File: config.mk
export PLATFORM = sky130hd
export DESIGN_NAME = uart_loopback_router
export DESIGN_NICKNAME = d
export VERILOG_FILES = /design/src/rtl/uart_lb_pkg.sv /design/src/rtl/ulb_ctrl.sv /design/src/rtl/ulb_datapath.sv /design/src/rtl/uart_loopback_router.sv
export SDC_FILE = /design/constraint.sdc
export NUM_CORES = 1
export LEC_CHECK = 0
export BUFFER_PORTS_ARGS = -buffer_cell sky130_fd_sc_hd__buf_4
export CORE_MARGIN = 4
export CORE_UTILIZATION = 45
export CTS_CLUSTER_SIZE = 16
export DETAILED_ROUTE_END_ITERATION = 16
export PLACE_DENSITY_LB_ADDON = 0.12
export SYNTH_ARGS = -nofsm -noshare
export SYNTH_HDL_FRONTEND = slang
export SYNTH_SLANG_ARGS = --single-unit
File: constraint.sdc
create_clock -name clk -period 2.4 [get_ports clk]
set_input_delay 0.12 -clock clk [delete_from_list [all_inputs] [get_ports clk]]
set_output_delay 0.12 -clock clk [all_outputs]
set_load 0.01 [all_outputs]
File: src/rtl/uart_lb_pkg.sv
package uart_lb_pkg;
  localparam int MCR_W     = 5;
  localparam int MODEM_W   = 4;
  localparam int MCR_DTR   = 0;
  localparam int MCR_RTS   = 1;
  localparam int MCR_OP1   = 2;
  localparam int MCR_OP2   = 3;
  localparam int MCR_LOOP  = 4;
  // modem state vector order, matches status bits 4..7
  localparam int ST_CTS = 0;
  localparam int ST_DSR = 1;
  localparam int ST_RI  = 2;
  localparam int ST_CD  = 3;

  typedef struct packed {
    logic loopOn;
    logic clearDelta;
  } lbStrobes_t;
endpackage

File: src/rtl/ulb_ctrl.sv
module ulb_ctrl
  import uart_lb_pkg::*;
(
  input  logic             clk,
  input  logic             rstN,
  input  logic [MCR_W-1:0] mcrBits,
  input  logic             msrRead,
  output lbStrobes_t       strb,
  output logic             rtsPinN,
  output logic             dtrPinN,
  output logic             op1PinN,
  output logic             op2PinN
);
  always_comb begin
    strb.loopOn     = mcrBits[MCR_LOOP];
    strb.clearDelta = msrRead;
  end

  // pins are isolated (inactive high) while looped back
  always_comb begin
    rtsPinN = strb.loopOn | ~mcrBits[MCR_RTS];
    dtrPinN = strb.loopOn | ~mcrBits[MCR_DTR];
    op1PinN = strb.loopOn | ~mcrBits[MCR_OP1];
    op2PinN = strb.loopOn | ~mcrBits[MCR_OP2];
  end

  p_pins_inactive_r3: assert property (@(posedge clk) disable iff (!rstN)
    mcrBits[MCR_LOOP] |-> (rtsPinN && dtrPinN && op1PinN && op2PinN));
endmodule

File: src/rtl/ulb_datapath.sv
module ulb_datapath
  import uart_lb_pkg::*;
#(
  parameter int SYNC_STAGES = 2
) (
  input  logic               clk,
  input  logic               rstN,
  input  lbStrobes_t         strb,
  input  logic [MODEM_W-1:0] mcrModem,
  input  logic               msrIntEn,
  input  logic               txSerial,
  input  logic               rxPin,
  input  logic               ctsPinN,
  input  logic               dsrPinN,
  input  logic               dcdPinN,
  input  logic               riPinN,
  output logic               txPin,
  output logic               rxSerial,
  output logic [7:0]         msrValue,
  output logic               modemIrq
);
  localparam int LAST = SYNC_STAGES - 1;

  logic [MODEM_W-1:0] srcVec, stateNow, prevQ, deltaQ, eventVec;
  logic [MODEM_W-1:0] syncQ [SYNC_STAGES];

  // serial path
  always_comb begin
    txPin    = strb.loopOn ? 1'b1 : txSerial;
    rxSerial = strb.loopOn ? txSerial : rxPin;
  end

  // modem input source: crossover in loop-back, inverted pins otherwise
  always_comb begin
    if (strb.loopOn) begin
      srcVec[ST_CTS] = mcrModem[MCR_RTS];
      srcVec[ST_DSR] = mcrModem[MCR_DTR];
      srcVec[ST_RI]  = mcrModem[MCR_OP1];
      srcVec[ST_CD]  = mcrModem[MCR_OP2];
    end else begin
      srcVec[ST_CTS] = ~ctsPinN;
      srcVec[ST_DSR] = ~dsrPinN;
      srcVec[ST_RI]  = ~riPinN;
      srcVec[ST_CD]  = ~dcdPinN;
    end
  end

  always_ff @(posedge clk or negedge rstN) begin
    if (!rstN) syncQ[0] <= '0;
    else       syncQ[0] <= srcVec;
  end

  for (genvar g = 1; g < SYNC_STAGES; g++) begin : g_sync
    always_ff @(posedge clk or negedge rstN) begin
      if (!rstN) syncQ[g] <= '0;
      else       syncQ[g] <= syncQ[g-1];
    end
  end

  assign stateNow = syncQ[LAST];

  always_comb begin
    eventVec         = stateNow ^ prevQ;
    eventVec[ST_RI]  = prevQ[ST_RI] & ~stateNow[ST_RI];
  end

  always_ff @(posedge clk or negedge rstN) begin
    if (!rstN) begin
      prevQ  <= '0;
      deltaQ <= '0;
    end else begin
      prevQ  <= stateNow;
      deltaQ <= (deltaQ & ~{MODEM_W{strb.clearDelta}}) | eventVec;
    end
  end

  always_comb begin
    msrValue = {stateNow, deltaQ};
    modemIrq = msrIntEn & (|deltaQ);
  end

  p_loop_route_r2: assert property (@(posedge clk) disable iff (!rstN)
    strb.loopOn |-> (rxSerial == txSerial) && txPin);
  p_ri_trailing_r7: assert property (@(posedge clk) disable iff (!rstN)
    $rose(deltaQ[ST_RI]) |-> $past(prevQ[ST_RI]) && !$past(stateNow[ST_RI]));
  p_delta_sticky_r6: assert property (@(posedge clk) disable iff (!rstN)
    (deltaQ[ST_CTS] && !strb.clearDelta) |=> deltaQ[ST_CTS]);
  p_clear_r8: assert property (@(posedge clk) disable iff (!rstN)
    (strb.clearDelta && (eventVec == '0)) |=> (deltaQ == '0));
  p_irq_enable_r9: assert property (@(posedge clk) disable iff (!rstN)
    $rose(modemIrq) |-> msrIntEn);
endmodule

File: src/rtl/uart_loopback_router.sv
module uart_loopback_router
  import uart_lb_pkg::*;
#(
  parameter int SYNC_STAGES = 2
) (
  input  logic             clk,
  input  logic             rstN,
  input  logic [MCR_W-1:0] mcrBits,
  input  logic             msrRead,
  input  logic             msrIntEn,
  input  logic             txSerial,
  input  logic             rxPin,
  input  logic             ctsPinN,
  input  logic             dsrPinN,
  input  logic             dcdPinN,
  input  logic             riPinN,
  output logic             txPin,
  output logic             rxSerial,
  output logic             rtsPinN,
  output logic             dtrPinN,
  output logic             op1PinN,
  output logic             op2PinN,
  output logic [7:0]       msrValue,
  output logic             modemIrq
);
  lbStrobes_t strb;

  ulb_ctrl u_ctrl (
    .clk(clk), .rstN(rstN), .mcrBits(mcrBits), .msrRead(msrRead), .strb(strb),
    .rtsPinN(rtsPinN), .dtrPinN(dtrPinN), .op1PinN(op1PinN), .op2PinN(op2PinN)
  );

  ulb_datapath #(.SYNC_STAGES(SYNC_STAGES)) u_dp (
    .clk(clk), .rstN(rstN), .strb(strb), .mcrModem(mcrBits[MODEM_W-1:0]),
    .msrIntEn(msrIntEn), .txSerial(txSerial), .rxPin(rxPin),
    .ctsPinN(ctsPinN), .dsrPinN(dsrPinN), .dcdPinN(dcdPinN), .riPinN(riPinN),
    .txPin(txPin), .rxSerial(rxSerial), .msrValue(msrValue), .modemIrq(modemIrq)
  );
endmodule

Word-level counts from Yosys, hierarchy flattened
Index checks and enable logic that the tools add are counted.
{ "totals": {"reg_bits": 16, "inputBits": 15, "output_inout_bits": 15, "wordCells": 27} }
{ "op_classes": {"n_mux": 3, "bitwise_logic": 19, "n_reduce_logical": 1} }
{ "op_table": {"columns": ["op", "n"], "rows": [
  ["$not 1->1", 9],
  ["$and 4x4->4", 1],
  ["$mux 4", 1],
  ["$not 4->4", 1],
  ["$or 1x1->1", 4],
  ["$or 4x4->4", 1],
  ["$reduce_or 4->1", 1],
  ["$xor 4x4->4", 1],
  ["$and 1x1->1", 2],
  ["$mux 1", 2]
]} }

Longest topological paths before layout
Gate-level depths: netlist (run 1).
{ "logic_depth": {"word_depth": 3, "ltp_mapped": 3, "mapped_depth_nobuf": 2} }

Modules after synthesis
Synthesis (run 1) repeated with hierarchy kept, for this count alone.
{ "unflattened": {"cells_unflattened": 50, "hier_area_um2": 615.6} }
{ "modules_own_cells": {"columns": ["mod", "instances", "cells_per_inst", "area_each_um2", "seq_area_each_um2"], "rows": [
  ["ulb_datapath", 1, 44, 575.6, 400.4],
  ["ulb_ctrl", 1, 6, 40.0, 0.0]
]} }

Worst setup path after synthesis (run 1)
OpenSTA, ideal clock, no wires.
{ "synth_timing": {"kind": "register to output", "start": "reg u_dp.deltaQ[2]", "end": "out modemIrq", "arrival_time_ns": 0.867, "required_time_ns": 2.280, "setup_slack_ns": 1.413, "stages_incl_launch_ff": 2, "n_path_buf": 0, "cell_sequence": "dfrtp_1 -> o41a_1"} }
{ "synth_between": {"elab_chain_cells": 2} }
{ "synth_rtl": {"columns": ["item", "line", "source"], "rows": [
  ["start, declared", "ulb_datapath.sv:24", "logic [MODEM_W-1:0] srcVec, stateNow, prevQ, deltaQ, eventVec;"],
  ["start signal, assigned", "ulb_datapath.sv:73", "deltaQ <= (deltaQ & ~{MODEM_W{strb.clearDelta}}) | eventVec;"],
  ["$reduce_or 4->1", "ulb_datapath.sv:79", "modemIrq = msrIntEn & (|deltaQ);"],
  ["$and 1x1->1", "ulb_datapath.sv:79", null],
  ["end, declared", "uart_loopback_router.sv:24", "output logic modemIrq"]
]} }
No other way between the ends.

Final worst setup path (run 1)
Same ends and word-level chain as after synthesis.

==> results of run 1 <==
power breakdown:
part	switching (uW)	internal (uW)
Combinational	40.9	58.5
Sequential	15.9	295
Clock	68.7	57.9
per-stage QoR:
stage / hold slack, ps / power (uW)
3_5_place_dp: -16.4 / 416
3_3_place_gp: -17.3 / 412
6_report: 22.3 / 537
4_1_cts: 7.79 / 542
5_1_grt: 9.79 / 568
2_1_floorplan: -176 / 358
metal layers:
layer / part of all wire, % / GRT usage, %
met1: 41 / 15.5
met2: 45 / 20.1
met3: 14 / 4.88
met4: 0 / 1.81
met5: 0 / 0
cells by family after synthesis:
logic type      Yosys count  share of synthesized area, %
simple gates              6                          5.78
buf+inv                  13                          10.7
mux                       4                          6.82
flops                    16                          66.1
xor+xnor                  3                          4.34
compound gates            6                          6.20
Yosys cell counts (all sizes together):
cell type,count
xnor2,3
o22ai,1
dfrtp,16
mux2i,3
mux2,1
buf,5
inv,8
nand2b,4
or2,1
nand2,1
o21ai,4
o41a,1
what timing repair did:
item                                   CTS  global route
hold buffers                             1             1
gates resized for setup                  0             0
buffers inserted                         0             0
setup endpoints to repair                0             0
endpoints found under the hold margin   16             1
area by class of cell:
cell class | count | area (um^2)
flip-flops and latches | 16 | 400
fillers | 96 | 338
repair buffers | 31 | 238
multi-input cells | 19 | 140
inverters | 8 | 30.0
clock buffers | 3 | 22.5
well taps | 14 | 17.5
worst max-delay path by stage:
stage	from	endpoint	slack, ps
detailed placement	u_dp.deltaQ[2]	modemIrq	1360
global route	u_dp.deltaQ[2]	modemIrq	1000
global placement	u_dp.deltaQ[2]	modemIrq	1360
finish	u_dp.deltaQ[2]	modemIrq	1060
floorplan	u_dp.deltaQ[2]	modemIrq	1410
CTS	u_dp.deltaQ[2]	modemIrq	1050
critical path, delay by kind of cell, from the launching register on:
family | cells | cell delay, ps
AO/OA/AOI/OAI | 1 | 420
flip-flops | 1 | 390
buffers and inverters | 1 | 150
sequential cells by signal, indices dropped and copies added, names as in the netlist:
name	cells
u_dp.stateNow	4
u_dp.deltaQ	4
u_dp.prevQ	4
u_dp.syncQ	4
layout by cell type (no fill, tap or decap):
cell type	count
buf_4	29
dfrtp_1	16
inv_1	8
o21ai_0	4
nand2b_1	4
xnor2_1	3
mux2i_1	3
clkbuf_4	3
dlygate4sd3_1	2
nand2_1	1
o22ai_1	1
or2_1	1
mux2_2	1
o41a_1	1
==> impl_metrics.ini, run 1 <==
[final_layout]
drive_above_1_share_pct = 42.9
stdcell_count = 91
final_util_pct = 71.5
syn_to_final_growth_pct = 40.1
number_of_antenna_cells_inserted = 0
nNetsFinal = 94
area_of_all_placed_cells_without_fillers_um2 = 848

[worst_setup_path]
path_cells = o41a_1, buf_4
crit-reg2reg-capture = u_dp.deltaQ[0]
critPathMaxFanout = 3
end_kind = output pin
timing.critical_path.arrival_ps = 1220
crit_path_max_incr_delay_ps = 420
worst_setup_path_start_kind = flip-flop
critical_path_required_ps = 2280
criticalPathCategory = reg -> out
worst-r2r-setup-slack_ps = 1640
crit_path_top_delay_cell = o41a_1
ff2ff_path_depth = 2
startpoint_of_the_worst_slack_reg_to_reg_timing_path = u_dp.stateNow[0]

[logic_synthesis]
ys_warn_count = 0
area_share_of_the_largest_cell_type_after_synthesis_pct = 66.1
synth.yosys.seq_area_share_pct = 66.1
cell_variety_after_synth = 13
syn_nets = 63
syn-cell-area_um2 = 606
postSynthAreaPerCell_um2 = 12.6
synth.area.top_cells = dfrtp_1 (66%), mux2i_1 (5.0%), buf_4 (5.0%)
synthesis.instances = 48
yosysTopAreaCell = dfrtp_1
synth_seq_cells = 16

[worst_hold_path]
holdCritPathClass = in -> reg
hold_path.startpoint = dsrPinN
worstHoldEndpoint = u_dp.syncQ[5]
hold_path_depth = 2

[placement]
dpl.hpwl_um = 874
placed_area_um2 = 806
dp_slack_ps = 1360
numPortBuffers = 29
post-place-cells = 86
final_wtd_congestion = 0.627

[timing]
final_critical_path_setup_slack_ps = 1060
setup_repair_after_global_routing_missed_its_margin = no
worst_slew_margin_rel_pct = 86.8
maxClockFrequency_mhz = 746
min_period_over_period_pct = 55.8
setup_viol = 0
slew_violations = 0
worst_slew_pin_slew_ps = 198
tns_ps = 0
final-hold-violation-count = 0
fin_crit_ps = 1340
fin_worst_skew_ps = 4.84

[global_route]
global_route.usage.total_pct = 12.2
wire_length_of_the_first_global_routing_pass_um = 1790
first_global_vias = 432
overflow = 0
grt_antenna_before_repair = 0
largest_net_degree_at_the_start_of_global_routing = 17

[route]
drc = 0
avgRoutedWirePerCell_um = 11.4
vias_per_cell = 4.48
route.antenna.remaining_nets = 0
dr.first_iter.drc_count = 4
route.vias.total = 408
detail_route.first_pass.iterations = 2
drt-total-wl_um = 1040

[clock_tree]
tritoncts = done
ctsRootBufferMaster = clkbuf_4
htree_num_levels = 1
cts_sinks = 16
cts_buffers = 3
cts-root-to-sink-buffers = 2
clk_pin_slew_ps = 80
clkLatencyLatePin_ps = 270

[flow_run]
maxCapViolCount = 0

[floorplan]
core_um2 = 1190
dieWidth_um = 44.7
num_io_pins = 30
fp.dieH_um = 44.7
die_area_um2 = 2000
placementRows = 12
initial_utilization_pct = 51.1

[power]
vdd_ir_drop_max_uv = 407
pwr_density_cell_nw_per_um2 = 633
static-leakage-power_uw = 0.000439

[status]
status = finished, final reports clean
No activity file was read; power rests on OpenSTA's default activity.
==> run 2: changes to the inputs <==
--- a/config.mk
+++ b/config.mk
@@ -7,7 +7,7 @@
 export LEC_CHECK = 0
 export BUFFER_PORTS_ARGS = -buffer_cell sky130_fd_sc_hd__buf_4
 export CORE_MARGIN = 4
-export CORE_UTILIZATION = 45
+export CORE_UTILIZATION = 38
 export CTS_CLUSTER_SIZE = 16
 export DETAILED_ROUTE_END_ITERATION = 16
 export PLACE_DENSITY_LB_ADDON = 0.12
==> constraint.sdc (replaced) <==
create_clock -name clk -period 1.1 [get_ports clk]
set_input_delay 0.055 -clock clk [delete_from_list [all_inputs] [get_ports clk]]
set_output_delay 0.055 -clock clk [all_outputs]
set_load 0.01 [all_outputs]
==> run 2 against run 1 <==
  * The flow now finishes with violations (setup timing)
  * Register-to-register slack worse by 1300 ps
  * Hold slack better by 3.9 ps
  * Sequential power is 120% higher
  * Global-route usage down 1.9 points
  * Routed wire length increased by 4.5%
  * Die area increased by 15%
  * Worst setup slack worse by 1300 ps
  * Critical path depth unchanged
  * Count of clock-buffer cells in the layout did not move
  * Critical endpoint unchanged
==> impl_metrics.ini, run 2 (synthesis results as in run 1) <==
[floorplan]
num_io_pins = 30
die_area_um2 = 2300
initial_utilization_pct = 40.2
placementRows = 14
fp.dieH_um = 47.9
dieWidth_um = 47.9
core_um2 = 1510

[clock_tree]
ctsRootBufferMaster = clkbuf_4
htree_num_levels = 1
cts-root-to-sink-buffers = 2
clkLatencyLatePin_ps = 270
cts_buffers = 3
clk_pin_slew_ps = 80
tritoncts = done
cts_sinks = 16

[final_layout]
number_of_antenna_cells_inserted = 0
final_util_pct = 61.5
commonest_non_fill_non_tap_cell_in_the_layout = buf_4
nNetsFinal = 102
drive_above_1_share_pct = 42.4
syn_to_final_growth_pct = 53.1
layout.cells.most_common_list = buf_4 (31), dfrtp_1 (16), inv_1 (8), dlygate4sd3_1 (7)

[global_route]
overflow = 0
first_global_vias = 414
grt_antenna_before_repair = 0
wire_length_of_the_first_global_routing_pass_um = 1600
global_route.usage.total_pct = 10.4
largest_net_degree_at_the_start_of_global_routing = 17

[timing]
slew_violations = 0
final_critical_path_setup_slack_ps = -196
maxClockFrequency_mhz = 772
setup_viol = 1
worst_slew_pin_slew_ps = 200
fin_worst_skew_ps = 0.343
worst_slew_margin_rel_pct = 86.7
fin_crit_ps = 1300
min_period_over_period_pct = 118
final-hold-violation-count = 0
setup_repair_after_global_routing_missed_its_margin = yes

[placement]
final_wtd_congestion = 0.643
numPortBuffers = 29
dpl.hpwl_um = 807
dp_slack_ps = 91.4

[route]
drc = 0
route.vias.total = 439
detail_route.first_pass.iterations = 2
drt-total-wl_um = 1090
vias_per_cell = 4.35
route.antenna.remaining_nets = 0
dr.first_iter.drc_count = 2
avgRoutedWirePerCell_um = 10.8

[worst_hold_path]
holdCritPathClass = in -> reg

[power]
pwr_density_cell_nw_per_um2 = 1310
vdd_ir_drop_max_uv = 687
static-leakage-power_uw = 0.000475

[worst_setup_path]
worst_setup_path_start_kind = flip-flop
critical_path_required_ps = 1040
worst-path-buf-inv = 1
critPathMaxFanout = 2
path_cells = o41a_1, buf_6
end_kind = output pin
worst-r2r-setup-slack_ps = 340
crit_path_top_delay_cell = o41a_1
crit_path_max_incr_delay_ps = 450
timing.critical_path.arrival_ps = 1240
critical_path.top_delay_family = compound AO/OA/AOI/OAI gates
criticalPathCategory = reg -> out

[status]
status = finished, violations left
failed_checks = setup timing

[flow_run]
maxCapViolCount = 0
==> run 2: cell types whose count changed in the layout (fill, tap and decap cells not counted) <==
cell,delta
buf_4,+2
dlygate4sd3_1,+5
buf_6,+1
==> run 2: layout make-up <==
| class | count | area (um^2) |
|---|---|---|
| Clock buffer | 3 | 22.5 |
| Fill cell | 131 | 579 |
| Inverter | 8 | 30.0 |
| Multi-Input combinational cell | 19 | 140 |
| Sequential cell | 16 | 400 |
| Tap cell | 16 | 20.0 |
| Timing Repair Buffer | 39 | 314 |
==> run 2: through the flow <==
stage / instance area [um^2] / TNS [ps] / std cells / total power, uW / hold slack [ps]
after floorplan: 606 / 0 / 48 / 781 / -241
after global placement: 808 / 0 / 88 / 899 / -80.0
after detailed placement: 808 / 0 / 88 / 905 / -78.4
after CTS: 923 / -201 / 101 / 1230 / 20.3
after global routing: 927 / -229 / 101 / 1280 / 18.5
final: 927 / -196 / 101 / 1220 / 26.2
==> run 2: path summary, 6_finish.rpt <==
check                      cells past startpoint                to      startpoint
setup reg to reg                               3    u_dp.deltaQ[2]  u_dp.deltaQ[2]
hold reg to reg                                0  u_dp.stateNow[1]   u_dp.syncQ[5]
setup / recovery                               2          modemIrq  u_dp.deltaQ[3]
min in group asynchronous                      2    u_dp.deltaQ[2]            rstN
max in group asynchronous                      2  u_dp.stateNow[1]            rstN
hold / removal                                 3     u_dp.syncQ[6]      mcrBits[2]
==> run 2: worst reg2reg max path, cell delays in order, from the launching register on <==
cell and delay, ps:
dfrtp_1 390, buf_4 140, inv_1 40, o22ai_1 80
==> run 2: what timing repair did <==
item                                    in CTS  in global routing
hold buffers                                 7                  0
pin swaps                                    1                  0
gates cloned                                 0                  0
endpoints found under the setup margin       1                  1
hold endpoints to repair                    24                  0
setup buffers                                3                  0
resized for setup                            0                  1
==> run 2: report_power, final <==
part	switching (uW)	total [uW]	leakage (uW)	internal, uW
Clock	155	282	0.0000138	127
Sequential	30.0	673	0.000185	643
Combinational	101	260	0.000276	160
==> run 2: metal layers <==
metal,GRT usage [%],wire length [um],part of all wire [%],vias to the layer above
met3,4.14,146,13,0
met5,0,0,0,-
met2,18.7,530,49,26
li1,-,-,-,221
met1,10.3,412,38,192
met4,4.84,0,0,0
==> run 3: changes to the inputs <==
--- a/config.mk
+++ b/config.mk
@@ -10,7 +10,7 @@
 export CORE_UTILIZATION = 38
 export CTS_CLUSTER_SIZE = 16
 export DETAILED_ROUTE_END_ITERATION = 16
-export PLACE_DENSITY_LB_ADDON = 0.12
+export PLACE_DENSITY = 0.75
 export SYNTH_ARGS = -nofsm -noshare
 export SYNTH_HDL_FRONTEND = slang
 export SYNTH_SLANG_ARGS = --single-unit
==> run 3 against run 2 <==
  * The flow still finishes with violations (setup timing)
  * Power shrank 0.17%
  * Maximum frequency grew 2.3%
  * Design area shrank 0.40%
  * Critical path type unchanged
  * Largest power group unchanged
  * Highest routed layer is now met4
==> impl_metrics.ini, run 3 (synthesis results as in run 1) <==
[global_route]
largest_net_degree_at_the_start_of_global_routing = 17
global_route.usage.total_pct = 11.5
first_global_vias = 456
wire_length_of_the_first_global_routing_pass_um = 1750
overflow = 0
grt_antenna_before_repair = 0

[worst_setup_path]
startpoint_of_the_worst_slack_reg_to_reg_timing_path = u_dp.stateNow[1]
worst_setup_path_start_kind = flip-flop
critical_path_required_ps = 1040
criticalPathCategory = reg -> out
cp-startpoint = u_dp.deltaQ[1]
worstSetupEndpoint = modemIrq
critPathMaxFanout = 2
crit-reg2reg-capture = u_dp.deltaQ[1]
ff2ff_path_depth = 2
end_kind = output pin
worst-r2r-setup-slack_ps = 350
timing.critical_path.arrival_ps = 1210

[route]
route.met3.wl_um = 153
detail_route.wirelength.met1_um = 408
detail_route.first_pass.iterations = 1
avgRoutedWirePerCell_um = 11.0
drt-total-wl_um = 1110
dr.first_iter.drc_count = 0
route.vias.total = 447
vias_per_cell = 4.43
drc = 0
met2RoutedLength_um = 530
route.antenna.remaining_nets = 0
top_layer_used = met4

[flow_run]
maxCapViolCount = 0

[floorplan]
die_area_um2 = 2300
core_um2 = 1510
placementRows = 14
fp.dieH_um = 47.9
dieWidth_um = 47.9
num_io_pins = 30
initial_utilization_pct = 40.2

[status]
status = finished, violations left
failed_checks = setup timing

[timing]
worst_slew_pin_slew_ps = 197
fin_worst_skew_ps = 0.318
slew_violations = 0
setup_viol = 1
setup_repair_after_global_routing_missed_its_margin = yes
fin_crit_ps = 1270
final_critical_path_setup_slack_ps = -166
min_period_over_period_pct = 115
final-hold-violation-count = 0
worst_slew_margin_rel_pct = 86.9
maxClockFrequency_mhz = 790
fin_hold_ws_ps = 27.3

[clock_tree]
clk_pin_slew_ps = 80
ctsRootBufferMaster = clkbuf_4
clkLatencyLatePin_ps = 270
cts_sinks = 16
cts-root-to-sink-buffers = 2
cts_buffers = 3
htree_num_levels = 1
tritoncts = done

[final_layout]
commonest_non_fill_non_tap_cell_in_the_layout = buf_4
syn_to_final_growth_pct = 52.5
drive_above_1_share_pct = 42.4
layout.cells.most_common_list = buf_4 (32), dfrtp_1 (16), inv_1 (8), dlygate4sd3_1 (7)
final.fill_count = 143
nNetsFinal = 102
number_of_antenna_cells_inserted = 0

[worst_hold_path]
hold_path.startpoint = mcrBits[2]
holdCritPathClass = in -> reg

[placement]
final_wtd_congestion = 0.674
numPortBuffers = 29
dp_slack_ps = 108

[power]
vdd_ir_drop_max_uv = 669
static-leakage-power_uw = 0.000474
pwr_density_cell_nw_per_um2 = 1310
run 3: per-layer routing:
layer / vias to the layer above / global-route usage (%)
met3: 2 / 4.14
met5: - / 0
met4: 0 / 6.45
li1: 221 / -
met1: 195 / 11.3
met2: 29 / 20.6
run 3: worst max-delay path: stages (launching register included):
cell and delay, ps:
dfrtp_1 390, o41a_1 400, buf_4 150
run 3: worst min-delay path by stage:
stage	cells past startpoint	endpoint	slack, ps
floorplan	0	u_dp.deltaQ[0]	-240
global route	3	u_dp.syncQ[7]	20
finish	3	u_dp.syncQ[6]	30
global placement	1	u_dp.deltaQ[2]	-80
CTS	3	u_dp.syncQ[6]	10
detailed placement	1	u_dp.deltaQ[2]	-80
run 3: cell type report:
cell class                      instances  area (um^2)  area share (%)
Tap cell                               16         20.0            2.17
Clock buffer                            3         22.5            2.44
Sequential cell                        16          400            43.4
Inverter                                8         30.0            3.25
Multi-Input combinational cell         19          140            15.2
Timing Repair Buffer                   39          310            33.6
run 3: stage by stage:
stage | cells | total power [uW] | util, % | setup TNS (ps) | instance area, um^2
floorplan | 48 | 781 | - | 0 | 606
finish | 101 | 1210 | 61.3 | -166 | 923
CTS | 101 | 1240 | 61.3 | -183 | 923
global route | 101 | 1290 | 61.3 | -202 | 923
global placement | 88 | 897 | 53.7 | 0 | 808
detailed placement | 88 | 905 | 53.7 | 0 | 808
run 3: report_power, final:
group,internal [uW],switching (uW)
sequential,643,29.5
clock,127,154
combinational,158,101
run 3: repair_timing:
item,4_1_cts,5_1_grt
hold endpoints to repair,24,0
resized for setup,0,0
hold buffers,7,0
setup buffers,3,0
endpoints found under the setup margin,1,1
pin swaps,1,0
